### src/rtl/oc_pkg.sv
package oc_pkg;

  // Control register layout (packed, MSB first): bit7 down to bit0
  typedef struct packed {
    logic       cmp_ie;    // bit 7
    logic       per_ie;    // bit 6
    logic       pwm_mode;  // bit 5
    logic       ch_sidl;   // bit 4
    logic       tm_sidl;   // bit 3
    logic [1:0] psel;      // bits 2:1
    logic       ten;       // bit 0
  } ctrl_t;

  typedef enum logic [2:0] {
    A_CTRL = 3'd0,
    A_PER  = 3'd1,
    A_DUTY = 3'd2,
    A_TMR  = 3'd3,
    A_FLAG = 3'd4
  } addr_e;

  // Prescale divisor for the 2-bit select field
  function automatic logic [8:0] presc_div(input logic [1:0] sel);
    case (sel)
      2'd0:    presc_div = 9'd1;
      2'd1:    presc_div = 9'd8;
      2'd2:    presc_div = 9'd64;
      default: presc_div = 9'd256;
    endcase
  endfunction

endpackage

### src/rtl/oc_tick_gen.sv
module oc_tick_gen #(
  parameter int QDIV = 4
) (
  input  logic       clk,
  input  logic       rst_n,
  input  logic       run,
  input  logic       clr,
  input  logic [1:0] psel,
  output logic       tick
);
  import oc_pkg::*;

  localparam int QW = (QDIV > 1) ? $clog2(QDIV) : 1;

  logic [QW-1:0] qcnt;
  logic [7:0]    pcnt;
  logic          qtick;
  logic [8:0]    lim;

  assign lim   = presc_div(psel);
  assign qtick = run && (qcnt == QW'(QDIV - 1));
  assign tick  = qtick && ({1'b0, pcnt} >= (lim - 9'd1));

  always_ff @(posedge clk or negedge rst_n) begin
    if (!rst_n) begin
      qcnt <= '0;
      pcnt <= '0;
    end else if (clr) begin
      qcnt <= '0;
      pcnt <= '0;
    end else if (run) begin
      qcnt <= qtick ? '0 : qcnt + 1'b1;
      if (qtick) pcnt <= tick ? 8'd0 : pcnt + 8'd1;
    end
  end

  // with more than one clock per timer step, ticks never come back to back
  generate
    if (QDIV > 1) begin : g_spacing
      p_tick_spacing_r1: assert property (@(posedge clk) disable iff (!rst_n)
        tick |=> !tick);
    end
  endgenerate

endmodule

### src/rtl/oc_timebase.sv
module oc_timebase #(
  parameter int TW = 16
) (
  input  logic          clk,
  input  logic          rst_n,
  input  logic          tick,
  input  logic          tmr_wr,
  input  logic [TW-1:0] wr_val,
  input  logic [TW-1:0] per,
  output logic [TW-1:0] tmr,
  output logic          roll,
  output logic [TW-1:0] nxt
);

  assign roll = tick && (tmr == per);
  assign nxt  = roll ? '0 : tmr + 1'b1;

  always_ff @(posedge clk or negedge rst_n) begin
    if (!rst_n)      tmr <= '0;
    else if (tmr_wr) tmr <= wr_val;
    else if (tick)   tmr <= nxt;
  end

  // a wrap without a competing timer write leaves the timer at zero
  p_roll_clears_r2: assert property (@(posedge clk) disable iff (!rst_n)
    (roll && !tmr_wr) |=> (tmr == '0));

  // no tick and no write means the timer holds
  p_hold_no_tick_r11: assert property (@(posedge clk) disable iff (!rst_n)
    (!tick && !tmr_wr) |=> $stable(tmr));

endmodule

### src/rtl/oc_compare.sv
module oc_compare #(
  parameter int TW = 16
) (
  input  logic          clk,
  input  logic          rst_n,
  input  logic          tick,
  input  logic          roll,
  input  logic [TW-1:0] nxt,
  input  logic [TW-1:0] tmr,
  input  logic [TW-1:0] per,
  input  logic [TW-1:0] shadow,
  input  logic          pwm_mode,
  input  logic          mode_chg,
  output logic          out,
  output logic          cmp_hit
);

  logic [TW-1:0] active;
  logic          duty_hit;

  assign duty_hit = tick && (nxt == active);
  assign cmp_hit  = !pwm_mode && duty_hit;

  always_ff @(posedge clk or negedge rst_n) begin
    if (!rst_n) begin
      active <= '0;
      out    <= 1'b0;
    end else begin
      if (!pwm_mode || roll) active <= shadow;
      if (mode_chg)          out <= 1'b0;
      else if (pwm_mode) begin
        if (roll)            out <= (shadow != '0);
        else if (duty_hit)   out <= 1'b0;
      end else if (cmp_hit)  out <= 1'b1;
    end
  end

  // a zero duty taken at the wrap keeps the output low
  p_zero_duty_r4: assert property (@(posedge clk) disable iff (!rst_n)
    (pwm_mode && roll && shadow == '0 && !mode_chg) |=> !out);

  // a non-zero duty taken at the wrap drives the output high
  p_wrap_high_r2: assert property (@(posedge clk) disable iff (!rst_n)
    (pwm_mode && roll && shadow != '0 && !mode_chg) |=> out);

  // a duty above the period cannot be reached inside the period
  p_over_duty_r5: assert property (@(posedge clk) disable iff (!rst_n)
    (pwm_mode && tick && !roll && !mode_chg && active > per && tmr < per)
      |=> $stable(out));

  // in PWM mode the active duty moves only at a wrap
  p_latch_at_wrap_r6: assert property (@(posedge clk) disable iff (!rst_n)
    (pwm_mode && !roll) |=> $stable(active));

endmodule

### src/rtl/pwm_oc_channel.sv
module pwm_oc_channel #(
  parameter int TW   = 16,
  parameter int QDIV = 4
) (
  input  logic          clk,
  input  logic          rst_n,
  input  logic          wr_en,
  input  logic [2:0]    wr_addr,
  input  logic [15:0]   wr_data,
  input  logic          sleep,
  input  logic          idle,
  output logic          pwm_out,
  output logic [TW-1:0] tmr_val,
  output logic          per_flag,
  output logic          cmp_flag,
  output logic          per_irq,
  output logic          cmp_irq
);
  import oc_pkg::*;

  ctrl_t         ctrl;
  logic [TW-1:0] per_q;
  logic [TW-1:0] shadow_q;
  logic          wr_ok, run, tick, roll, cmp_hit;
  logic          tmr_wr, flag_wr, mode_chg;
  logic [TW-1:0] nxt, tmr_q, wr_val;

  assign wr_ok    = wr_en && !sleep;
  assign wr_val   = TW'(wr_data);
  assign tmr_wr   = wr_ok && (wr_addr == A_TMR);
  assign flag_wr  = wr_ok && (wr_addr == A_FLAG);
  assign mode_chg = wr_ok && (wr_addr == A_CTRL) && (wr_data[5] != ctrl.pwm_mode);
  assign run      = ctrl.ten && !sleep && !(idle && (ctrl.tm_sidl || ctrl.ch_sidl));

  always_ff @(posedge clk or negedge rst_n) begin
    if (!rst_n) begin
      ctrl     <= '0;
      per_q    <= '0;
      shadow_q <= '0;
    end else if (wr_ok) begin
      case (wr_addr)
        A_CTRL:  ctrl     <= ctrl_t'(wr_data[7:0]);
        A_PER:   per_q    <= wr_val;
        A_DUTY:  shadow_q <= wr_val;
        default: ;
      endcase
    end
  end

  always_ff @(posedge clk or negedge rst_n) begin
    if (!rst_n) begin
      per_flag <= 1'b0;
      cmp_flag <= 1'b0;
    end else begin
      per_flag <= (per_flag & ~(flag_wr & wr_data[0])) | roll;
      cmp_flag <= (cmp_flag & ~(flag_wr & wr_data[1])) | cmp_hit;
    end
  end

  oc_tick_gen #(.QDIV(QDIV)) u_tick (
    .clk(clk), .rst_n(rst_n), .run(run), .clr(tmr_wr),
    .psel(ctrl.psel), .tick(tick)
  );

  oc_timebase #(.TW(TW)) u_tb (
    .clk(clk), .rst_n(rst_n), .tick(tick), .tmr_wr(tmr_wr), .wr_val(wr_val),
    .per(per_q), .tmr(tmr_q), .roll(roll), .nxt(nxt)
  );

  oc_compare #(.TW(TW)) u_cmp (
    .clk(clk), .rst_n(rst_n), .tick(tick), .roll(roll), .nxt(nxt),
    .tmr(tmr_q), .per(per_q), .shadow(shadow_q), .pwm_mode(ctrl.pwm_mode),
    .mode_chg(mode_chg), .out(pwm_out), .cmp_hit(cmp_hit)
  );

  assign tmr_val = tmr_q;
  assign per_irq = per_flag & ctrl.per_ie;
  assign cmp_irq = cmp_flag & ctrl.cmp_ie;

  // the compare flag cannot rise while PWM mode is selected
  p_no_cmp_in_pwm_r7: assert property (@(posedge clk) disable iff (!rst_n)
    (ctrl.pwm_mode && !cmp_flag) |=> !cmp_flag);

  // a set period flag stays set unless its clear bit is written
  p_flag_sticky_r8: assert property (@(posedge clk) disable iff (!rst_n)
    (per_flag && !(flag_wr && wr_data[0])) |=> per_flag);

  // sleep freezes output, timer and flags
  p_sleep_hold_r9: assert property (@(posedge clk) disable iff (!rst_n)
    sleep |=> ($stable(pwm_out) && $stable(tmr_q) && $stable(per_flag) && $stable(cmp_flag)));

  // idle with a stop bit set halts the timer
  p_idle_halt_r10: assert property (@(posedge clk) disable iff (!rst_n)
    (idle && (ctrl.tm_sidl || ctrl.ch_sidl) && !wr_en) |=> $stable(tmr_q));

endmodule

### config.mk
export PLATFORM = sky130hd
export DESIGN_NAME = pwm_oc_channel
export DESIGN_NICKNAME = d
export VERILOG_FILES = /design/src/rtl/oc_pkg.sv /design/src/rtl/oc_tick_gen.sv /design/src/rtl/oc_timebase.sv /design/src/rtl/oc_compare.sv /design/src/rtl/pwm_oc_channel.sv
export SDC_FILE = /design/constraint.sdc
export NUM_CORES = 1
export LEC_CHECK = 0
export ABC_AREA = 1
export ABC_CLOCK_PERIOD_IN_PS = 5300
export BUFFER_PORTS_ARGS = -buffer_cell sky130_fd_sc_hd__buf_2
export CORE_MARGIN = 2
export CORE_UTILIZATION = 50
export DETAILED_ROUTE_END_ITERATION = 12
export PLACE_DENSITY = 0.8
export SLEW_MARGIN = 20
export SYNTH_ARGS = -nofsm -noshare
export SYNTH_HDL_FRONTEND = slang
export SYNTH_SLANG_ARGS = --single-unit
### constraint.sdc
create_clock -name clk -period 5.3 [get_ports clk]
set_input_delay 0.265 -clock clk [delete_from_list [all_inputs] [get_ports clk]]
set_output_delay 0.265 -clock clk [all_outputs]
set_load 0.005 [all_outputs]
== After elaboration in Yosys (flattened, before gate mapping) ==
Cells that the tools add are included.

* Add/subtract/negate cells: 4
* $mul: 0
* Div/mod/pow operators: 0
* Order comparisons: 1
* Equal/unequal tests: 11
* Shift operators: 0
* Multiplexer cells: 16
* Bitwise gates (word level): 10
* Reductions and logical operators: 30

{| class="wikitable"
|+ Operator list
! cell !! count
|-
| 16-bit two-way mux || 3
|-
| 16-bit == test || 2
|-
| 8-bit two-way mux || 4
|-
| 9-bit one-hot mux with 3 select lines || 1
|-
| 16-bit by 1-bit adder with 16-bit output (second input constant) || 1
|-
| 16-bit nonzero test || 1
|-
| 1-bit logical AND || 13
|-
| 2-bit AND reduction || 5
|-
| 8-bit by 9-bit greater-or-equal comparator with 1-bit output || 1
|-
| 9-bit by 1-bit subtractor with 9-bit output (second input constant) || 1
|-
| 8-bit by 1-bit adder with 8-bit output (second input constant) || 1
|-
| 1-bit bitwise AND || 6
|-
| 3-bit by 2-bit == test with 1-bit output (second input constant) || 2
|-
| 2-bit two-way mux || 3
|-
| 2-bit nonzero test || 3
|-
| 1-bit two-way mux || 5
|-
| 2-bit == test (second input constant) || 2
|-
| 4-bit by 1-bit inequality test with 1-bit output (second input constant) || 1
|-
| 3-bit by 1-bit == test with 1-bit output (second input constant) || 1
|-
| 3-bit == test (second input constant) || 1
|-
| 1-bit logical NOT || 3
|-
| 3-bit logical NOT || 1
|-
| 3-bit nonzero test || 1
|-
| 2-bit by 1-bit adder with 2-bit output (second input constant) || 1
|-
| 6 further kinds || 9
|}

* Bits in registers: 85
* Bits in latches: 0
* RAM bits: 0
* Bits in read-only memories: 0
* Output and inout port bits: 21
* Memories kept: 0

== Depth between registers and ports, before layout ==
* Depth after elaboration: 14
* Gate-level depth with buffers: 24

== Cells and area by module ==
From an unflattened synthesis, not the netlist that was laid out.

* Cells, all modules: 764
* Area, all modules: 5,455.2 um^2

{| class="wikitable"
|+ By module, submodules not included
! module !! instances !! cells an instance !! area an instance (um^2)
|-
| pwm_oc_channel || 1 || 202 || 1,806.7
|-
| oc_timebase || 1 || 269 || 1,652.8
|-
| oc_compare || 1 || 179 || 1,134.8
|-
| oc_tick_gen || 1 || 114 || 860.8
|}

== Least setup slack after synthesis ==
OpenSTA, ideal clock, no wires.

* Kind: reg2reg
* Start point: register ctrl[2] (netlist bit)
* End point: register u_cmp.out
* Library setup time: 0.117 ns
* Arrival: 2.082 ns
* Slack: 3.101 ns
* Cell stages (with the launch flop): 20
* Buffers on the path: 1
* Cells stage by stage: dfrtp_1 > inv_1 > ha_1 > nand2_1 > nor2_2 > nand2_1 > nand2_1 > nand2_1 > nand2_1 > nand2_1 > nand2_2 > nand3_4 > buf_12 > nand2_2 > xor2_1 > nand2_1 > nor2_2 > nand3_2 > nand3_1 > nand2_1

* Cells in the longest elaborated chain, start to end: 12
* Elaborated cells between the ends (all ways): 18

{| class="wikitable"
|+ Ends and longest elaborated chain
! item !! RTL line !! source
|-
| start: declaration || pwm_oc_channel.sv:21 || <nowiki>ctrl_t ctrl;</nowiki>
|-
| start signal: assignment || pwm_oc_channel.sv:42 || <nowiki>A_CTRL: ctrl <= ctrl_t'(wr_data[7:0]);</nowiki>
|-
| 2-bit == test, or another cell as far along || oc_pkg.sv:24 || <nowiki>case (sel)</nowiki>
|-
| 9-bit one-hot mux with 3 select lines (*) || oc_pkg.sv:24 ||
|-
| 9-bit by 1-bit subtractor with 9-bit output (*) || oc_tick_gen.sv:22 || <nowiki>assign tick = qtick && ({1'b0, pcnt} >= (lim - 9'd1));</nowiki>
|-
| 8-bit by 9-bit greater-or-equal comparator with 1-bit output (*) || oc_tick_gen.sv:22 ||
|-
| 1-bit logical AND (*) || oc_tick_gen.sv:22 ||
|-
| 1-bit logical AND || oc_timebase.sv:15 || <nowiki>assign roll = tick && (tmr == per);</nowiki>
|-
| 16-bit two-way mux || oc_timebase.sv:16 || <nowiki>assign nxt = roll ? '0 : tmr + 1'b1;</nowiki>
|-
| 16-bit == test || oc_compare.sv:21 || <nowiki>assign duty_hit = tick && (nxt == active);</nowiki>
|-
| 1-bit logical AND || oc_compare.sv:21 ||
|-
| 1-bit logical AND || oc_compare.sv:22 || <nowiki>assign cmp_hit = !pwm_mode && duty_hit;</nowiki>
|-
| 3-bit nonzero test (no source line) || -- ||
|-
| 2-bit AND reduction (no source line) || -- ||
|-
| end signal: assignment || oc_compare.sv:32 || <nowiki>if (roll) out <= (shadow != '0);</nowiki>
|-
| end: declaration || oc_compare.sv:14 || <nowiki>output logic out,</nowiki>
|}

Mark *: on every way between the ends. The rest lies on a longest branch, timed or not.
A chain may end at the register's enable or synchronous reset.

== Final worst setup path ==
Same ends and word-level chain as after synthesis.

==> reports/qor.txt <==
postcts setup bufs: 0
gr busiest metal: met2
Critical Path Fanout Max: 31
most used cell along the critical path: nand2_1
peak supply drop: 0.000210 V
Avg Cell Area, Syn: 7.90 um2
Worst R2R Setup Slack: 2.40 ns
Detail Route Antenna Nets: 0
Synth cell types: 36
Hold Vio Cnt, Final: 73
initial core utilization: 50.9%
initial antenna violation count: 0
crit share post-route: 54.8%
maximum clock path buffer count: 2
number of global-route vias before repair: 3,991
residual DRC count: 0
Final Slew Violations: 0
Site Rows: 35
post-synthesis mux area share: 0%
main combinational cell family by area after synthesis: simple AND/OR/NAND/NOR gates
Ports: 45
Worst-path clk slew: 0.10 ns
CP max-delay cell: nand2_2
sequential element share of the synthesized area: 45.9%
grt met2 use: 38.5%
Cells after Synth: 587
PD cells: 454 nW/um2
Startpoint Class: flip-flop
CTS Buf Count: 9
Cell Area, Synth: 4640 um2
Iter 0 DRT Violations: 268
WP data required: 5.61 ns
met3 usage: 5.15%
Pre-antenna DRT Iters: 4
Nets: 656
Die H: 100 um
crit path time final: 2.90 ns
Die X: 100 um
commonest non-fill, non-tap cell in the layout: nand2_1
Area Overhead vs Synth: 9.82%
unrepaired setup endpoints after global routing: no
Synth Area in Compound Gates: 11.5%
Max-slew headroom: 30.7%
worst hold margin: -0.0698 ns
setup total negative slack: 0 ns
ordered list of cells on the worst path: inv_1 -> ha_1 -> nand2_1 -> nor2_2 -> nand2_1 -> nand2_1 -> nand2_1 -> nand2_1 -> nand2_1 -> nand2_2 -> nand3_4 -> nand2_2 -> inv_1 -> a311oi_1 -> nand2_1 -> nand2_1
Worst path max stage delay: 0.50 ns
MaxCap Viol Count: 0
H-tree levels: 3
Vias: 4,053
CTS Root Cell: clkbuf_8
CTS tree: built
# setup viols final: 0
layout cells sized above 1: 14.5%
CP Data Arrival Time: 3.21 ns
Syn Nets: 621
gr usage total: 24.1%
Via density: 5.50
core outline area: 9110 um2
Leakage: 2.65 nW
most frequent cells in the layout: 175 x nand2_1, 85 x dfrtp_1, 64 x inv_1
total grt overflow: 0
DRT Wirelength: 11.1 mm
min-delay worst type: in2async
status: finished, violations left
hold bufs inserted after CTS: 0
adder-cell share of the synthesized area: 2.70%
WL per Instance: 15.1 um
die area: 10,100 um2
#FFs+latches synth: 85
IO Port Bufs: 44
largest net degree at the start of global routing: 86
GR Layer Usage met1: 32.6%
Synth Area in XOR/XNOR: 4.72%
failing checks: hold timing
CTS-repair resized insts: 0
skew final: 0.0141 ns
WS Path Type: reg2reg
first-pass GRT wire length: 19.2 mm
synthesis warning total: 0
worst skew pair latency: 0.36 ns
clk sinks: 85
dpl hpwl: 7.97 mm
Least-Margin Pin Slew: 1.04 ns
crit end category: flip-flop
# fillers: 844
ant diodes: 0
GP Congestion: 0.929
Post-Synth Simple-Gate Area: 26.7%
Fmax: 345 MHz
## power breakdown
group	total (mW)	switching [mW]	leakage, nW	internal (mW)
Sequential	1.04	0.218	1.09	0.822
Clock	0.474	0.254	0.0899	0.220
Combinational	0.799	0.465	1.47	0.334
Total	2.31	0.936	2.65	1.38
## cell usage after synthesis, drive strengths merged
master | number | share of area, %
o21bai | 3 | 0.49
a21oi | 8 | 0.86
nand4 | 12 | 1.8
and3 | 1 | 0.13
xnor2 | 2 | 0.38
inv | 73 | 5.9
a31oi | 1 | 0.13
clkbuf | 12 | 1.0
nand3 | 32 | 3.9
o22ai | 1 | 0.13
dfrtp | 85 | 46
nand2 | 182 | 15
xor2 | 23 | 4.3
nor2 | 37 | 3.6
nor3 | 3 | 0.32
o221ai | 16 | 3.0
o21ai | 62 | 6.7
nor4 | 5 | 0.67
a311oi | 1 | 0.19
buf | 9 | 1.5
or2 | 9 | 1.2
ha | 10 | 2.7
## per-stage QoR
step	std cells	utilization (%)	setup WS (ns)	total power [mW]	cell area, um2
global placement	722	53.7	2.59	1.79	4890
floorplan	587	-	3.10	1.58	4640
global route	737	55.9	2.06	2.50	5090
finish	737	55.9	2.40	2.31	5090
CTS	737	55.8	2.45	2.31	5080
detailed placement	722	53.7	2.50	1.84	4890
## critical path, delay by kind of cell (launching register included)
kind                     cells  cell delay, ns
buffers and inverters        2            0.33
AO/OA/AOI/OAI                1            0.25
AND/OR/NAND/NOR             12            1.49
adder cells (fa/ha/maj)      1            0.31
flip-flops                   1            0.45
## cell type report
type                       instances  area (um2)  area share (%)
timing repair buffer              45         234            4.59
clock buffer                       9         124            2.43
tap                              111         139            2.73
inverter                          73         274            5.38
multi-input combinational        408        2120            41.7
sequential                        85        2130            41.8
clock inverter                     6        72.6            1.42
## layer usage
layer / share of wire (%) / routed length, um / vias to the layer above
li1: - / - / 1967
met1: 45 / 4980 / 1927
met2: 47 / 5200 / 143
met3: 6.5 / 726 / 16
met4: 2.1 / 231 / 0
met5: 0 / 0 / -
## final timing paths
path,depth (start not counted),end,startpoint
worst min register to register,2,ctrl[7],ctrl[7]
worst max register to register,16,u_cmp.out,ctrl[2]
worst max-delay path,16,u_cmp.out,ctrl[2]
worst min-delay path,1,shadow_q[8],rst_n
max in group asynchronous,1,u_cmp.active[0],rst_n
min in group clk,3,shadow_q[8],wr_data[8]
## state kept, by name (all words and copies together), names as in the netlist
register and flops:
per_flag 1, u_tick.pcnt 8, cmp_flag 1, shadow_q 16, u_cmp.out 1, per_q 16, u_tick.qcnt 2, ctrl 8
u_cmp.active 16, u_tb.tmr 16
## cell families (layout without fill, tap and decap cells)
logic type	count (synthesis)	count (layout)
compound gates	92	92
xor+xnor	25	25
fa+ha+maj	10	10
buf+inv	94	133
flops	85	85
simple gates	281	281
Power figures use the tool's default switching activity.
